==> config.mk <==
export PLATFORM = sky130hd
export DESIGN_NAME = par_incr
export DESIGN_NICKNAME = d
export VERILOG_FILES = /design/src/rtl/par_incr.sv
export SDC_FILE = /design/constraint.sdc
export NUM_CORES = 1
export LEC_CHECK = 0
export ABC_AREA = 0
export BUFFER_PORTS_ARGS = -buffer_cell sky130_fd_sc_hd__buf_4
export CORE_AREA = 3 3 40 42
export DETAILED_ROUTE_END_ITERATION = 10
export DIE_AREA = 0 0 43 45
export RECOVER_POWER = 100
export SLEW_MARGIN = 20
export SYNTH_ARGS = -nofsm -noshare
export SYNTH_HDL_FRONTEND = slang
export SYNTH_SLANG_ARGS = --single-unit
==> constraint.sdc <==
create_clock -name vclk -period 2.1
set_input_delay 0.105 -clock vclk [all_inputs]
set_output_delay 0.105 -clock vclk [all_outputs]
set_load 0.02 [all_outputs]
==> src/rtl/par_incr.sv <==
module par_incr #(
  parameter int W = 8
) (
  input  logic [W-1:0] a_in,
  input  logic         add_en,
  output logic [W-1:0] sum_out,
  output logic         carry_out
);
  localparam int L = (W > 1) ? $clog2(W) : 0;

  initial begin
    if (W < 1 || (W & (W - 1)) != 0)
      $error("par_incr: W must be a power of two");
  end

  genvar l, j;
  for (l = 0; l <= L; l++) begin : g_lvl
    localparam int NB = W >> l;
    localparam int BS = 1 << l;
    logic [W-1:0]  p;
    logic [NB-1:0] c;
    if (l == 0) begin : g_leaf
      assign p = ~a_in;
      assign c = a_in;
    end else begin : g_merge
      localparam int H = BS / 2;
      for (j = 0; j < NB; j++) begin : g_blk
        localparam int B = j * BS;
        assign p[B +: H]     = g_lvl[l-1].p[B +: H];
        assign p[B + H +: H] = g_lvl[l-1].c[2*j] ? g_lvl[l-1].p[B + H +: H]
                                                 : a_in[B + H +: H];
        assign c[j]          = g_lvl[l-1].c[2*j] & g_lvl[l-1].c[2*j+1];
      end
    end
  end

  assign sum_out   = add_en ? g_lvl[L].p : a_in;
  assign carry_out = add_en & g_lvl[L].c[0];
endmodule


==> results of run 1 <==
-- layout by cell type (no fill, tap or decap) --
master and instances:
buf_4 11, clkbuf_1 7, ha_1 4, xnor2_1 3
mux2_2 3, nand4_1 1, nand3_1 1, nand2_1 1
xor2_1 1, mux2_1 1, inv_1 1, nor2_1 1
-- routing by layer --
| layer | vias up | wire length, um | GRT usage (%) |
|---|---|---|---|
| met2 | 11 | 175 | 7.784 |
| met4 | 0 | 0 | 0 |
| met3 | 0 | 65 | 1.195 |
| met1 | 74 | 161 | 5.952 |
| met5 | - | 0 | 0 |
| li1 | 97 | - | - |
-- cell families after synthesis --
logic type    after synthesis
fa+ha+maj                   4
simple gates                4
buf+inv                     1
mux                         4
xor+xnor                    4
-- final timing paths --
kind / to / from
worst max-delay path: sum_out[7] / a_in[0]
worst min-delay path: sum_out[0] / a_in[0]
-- power by group through the flow --
stage	clock (W)	combinational, W	sequential (W)
2_1_floorplan	0	0.0000352	0
3_3_place_gp	0	0.0000715	0
3_5_place_dp	0	0.0000725	0
4_1_cts	0	0.0000726	0
5_1_grt	0	0.0000676	0
6_report	0	0.0000602	0
-- cells in the mapped netlist (all sizes together) --
cell type,instances,area [um2]
ha,4,50.05
mux2,4,48.79
xnor2,3,26.28
inv,1,3.750
nand2,1,3.750
nand3,1,5.000
nand4,1,12.51
nor2,1,3.750
xor2,1,8.760
-- through the flow --
stage	cells	setup slack [ns]	utilization [%]	hold slack [ns]	total power, W
final	50	0.8841	21.81	0.5135	0.00006020
after floorplan	17	1.176	-	0.3343	0.00003520
after detailed placement	50	0.9068	24.63	0.5044	0.00007252
after global placement	50	0.9186	24.63	0.5051	0.00007152
after CTS	50	0.9068	24.63	0.5044	0.00007261
after global routing	50	0.8456	21.81	0.5325	0.00006760
-- critical path, stage by stage --
cell     delay (ns)
buf_4          0.12
ha_1           0.22
nand4_1        0.16
mux2_1         0.35
buf_4          0.16
-- area by class of cell --
cell class / instances / area share (%)
well taps: 15 / 6.696
multi-input cells: 16 / 53.13
inverters: 1 / 1.339
repair buffers: 18 / 38.84
==> results.ini, run 1 <==
[status]
status=complete, no violations

[layout]
n_antenna_cell=0
design_area_um2=280.3
final-seq-area_um2=0
n_sequential_cell=0
final_nets=50
syn2layout_area_growth_pct=72.31
num-clock-buffers=0
drive_gt1_share_pct=40.00
n_fill_cell=156
multi_input_area_um2=148.9

[global_route]
grt_usage_pct=4.478
grt_pass1_vias=182
grt_pass1_wl_um=745
antenna_found_initial=0
gr-total-overflow=0
grt_max_degree=6

[clock_network]
cts_resized=0
hold_buffers=0
cts_setup_buffers=0

[routing]
drtAntennaViolNets=0
dr.pass1.iters=1
via_count=182
drt_iter0_markers=0
drc=0
finalWirelength_um=402
wl_per_cell_um=8.040
via_per_inst=3.640

[sta]
period_share_pct=57.90
max_freq_mhz=822.5
tns_ns=0
finalSetupViolCount=0
slew_violations=0
slew_headroom_pct=82.97
period_needed_ns=1.216
tightest_slew_ns=0.2565
rsz0062_at_grt=no
finalHoldViolCount=0

[flow_run]
maxCapViolCount=0

[power]
power_density_mw_per_mm2=214.8
p_int_w=0.00002745
ir_drop_mv=0.04923
p_clk_share_pct=0
power_frac_seq_pct=0
combinationalPowerShare_pct=100.0
switchingPower_w=0.00003275
p_sw_share_pct=54.40
leakage_nw=0.1276

[worst_setup_path]
start_kind=primary input
worst-setup-path-type=in -> out
end_kind=output pin
arrival_ns=1.11
required_ns=2.00
worstPathMaxFanout=3

[synth]
syn-num-nets=30
syn_area_per_cell_um2=9.568
seq_area_frac_synth_pct=0
synth_compound_area_share_pct=0
synthXorXnorAreaFrac_pct=21.54
synth_area_um2=162.7
ys_types=10
synthAdderAreaFrac_pct=30.77
synth_mux_area_share_pct=30.00
yosys.area_share.simple_pct=15.38
ys_warn_count=0
synth_top_family_by_area=adder cells
syn_inst=17

[place]
place.gp.congestion=0.5715
place_area_um2=316.6
io_buffer_count=18

[hold_path]
hold_class=in -> out
holdPathStages=3

[die]
num_io_pins=18
num_rows=13
die_area_mm2=0.001935
die_h_um=45
fp.coreArea_mm2=0.001285
die_x_um=43
start_util_pct=12.66

(Power assumes the default switching activity.)
==> run 2: changes to the inputs <==
clock period = 1.25 ns   (was 2.1 ns; I/O delays follow)
==> results.ini, run 2 (synthesized netlist as in run 1, its figures left out) <==
[status]
status=complete, no violations

[die]
fp.coreArea_mm2=0.001285
die_h_um=45
num_io_pins=18
start_util_pct=12.66
die_area_mm2=0.001935
num_rows=13
die_x_um=43

[routing]
drtAntennaViolNets=0
drt_iter0_markers=0
drc=0
via_per_inst=3.720
wl_per_cell_um=7.940
dr.pass1.iters=1
finalWirelength_um=397
via_count=186

[clock_network]
cts_setup_buffers=0
cts_resized=0
hold_buffers=0

[layout]
final_cells=50
final_nets=50
num-clock-buffers=0
drive_gt1_share_pct=42.86
layout_commonest_cell=buf_4
final_cell_mix=11 x buf_4, 6 x clkbuf_1, 4 x ha_1
n_antenna_cell=0
final_util_pct=21.91
n_sequential_cell=0
syn2layout_area_growth_pct=73.08
final-seq-area_um2=0

[power]
p_sw_share_pct=53.87
ir_drop_mv=0.1020
p_int_w=0.00004644
switchingPower_w=0.00005424
leakage_nw=0.1305
p_clk_share_pct=0
power_density_mw_per_mm2=357.6
power_frac_seq_pct=0
combinationalPowerShare_pct=100.0

[place]
place_inst=50
dp_hpwl_um=382.4
io_buffer_count=18
place.gp.congestion=0.5641

[flow_run]
maxCapViolCount=0

[worst_setup_path]
end_kind=output pin
arrival_ns=1.07
required_ns=1.19
worstPathMaxFanout=3
worst-setup-path-type=in -> out
start_kind=primary input

[global_route]
grt_max_degree=6
grt_pass1_vias=182
grt_pass1_wl_um=662
antenna_found_initial=0
grt_usage_pct=4.063
gr-total-overflow=0

[sta]
tns_ns=0
period_share_pct=90.41
slew_violations=0
finalSetupViolCount=0
slew_headroom_pct=83.00
max_freq_mhz=884.9
period_needed_ns=1.130
finalHoldViolCount=0
tightest_slew_ns=0.2561
rsz0062_at_grt=no

[hold_path]
hold_class=in -> out

## run 2: critical path: stages
cell	delay, ns
buf_4	0.12
ha_1	0.22
nand4_1	0.16
mux2_1	0.35
buf_4	0.16
## run 2: final cells by class
| type | instances | area, um2 |
|---|---|---|
| fill | 158 | 1003 |
| multi-input combinational | 16 | 148.9 |
| timing repair buffer | 18 | 110.1 |
| tap | 15 | 18.77 |
| inverter | 1 | 3.754 |
## run 2: through the flow
stage / hold WS, ns / power, W / setup slack (ns) / instance area (um2)
6_report: 0.4297 / 0.0001007 / 0.1199 / 281.5
5_1_grt: 0.4484 / 0.0001132 / 0.07083 / 281.5
4_1_cts: 0.4207 / 0.0001215 / 0.1386 / 316.6
3_5_place_dp: 0.4207 / 0.0001214 / 0.1404 / 316.6
3_3_place_gp: 0.4172 / 0.0001201 / 0.1552 / 316.6
2_1_floorplan: 0.2493 / 0.00005914 / 0.4110 / 162.7
## run 2: layer usage
metal  wire length [um]  GRT usage [%]  up-vias
met2                186          8.383       11
met1                146          4.524       78
li1                   -              -       97
met4                  0              0        0
met5                  0              0        -
met3                 64         0.7968        0
## run 2: power by group through the flow
stage / combinational, W / clock [W] / sequential, W
floorplan: 0.0000591 / 0 / 0
global placement: 0.000120 / 0 / 0
detailed placement: 0.000121 / 0 / 0
CTS: 0.000121 / 0 / 0
global route: 0.000113 / 0 / 0
finish: 0.000101 / 0 / 0
## run 2: worst paths after layout
check / start / end / slack, ns / cells past startpoint
setup / recovery: a_in[0] / sum_out[7] / 0.12 / 5
hold / removal: a_in[0] / sum_out[0] / 0.43 / 3
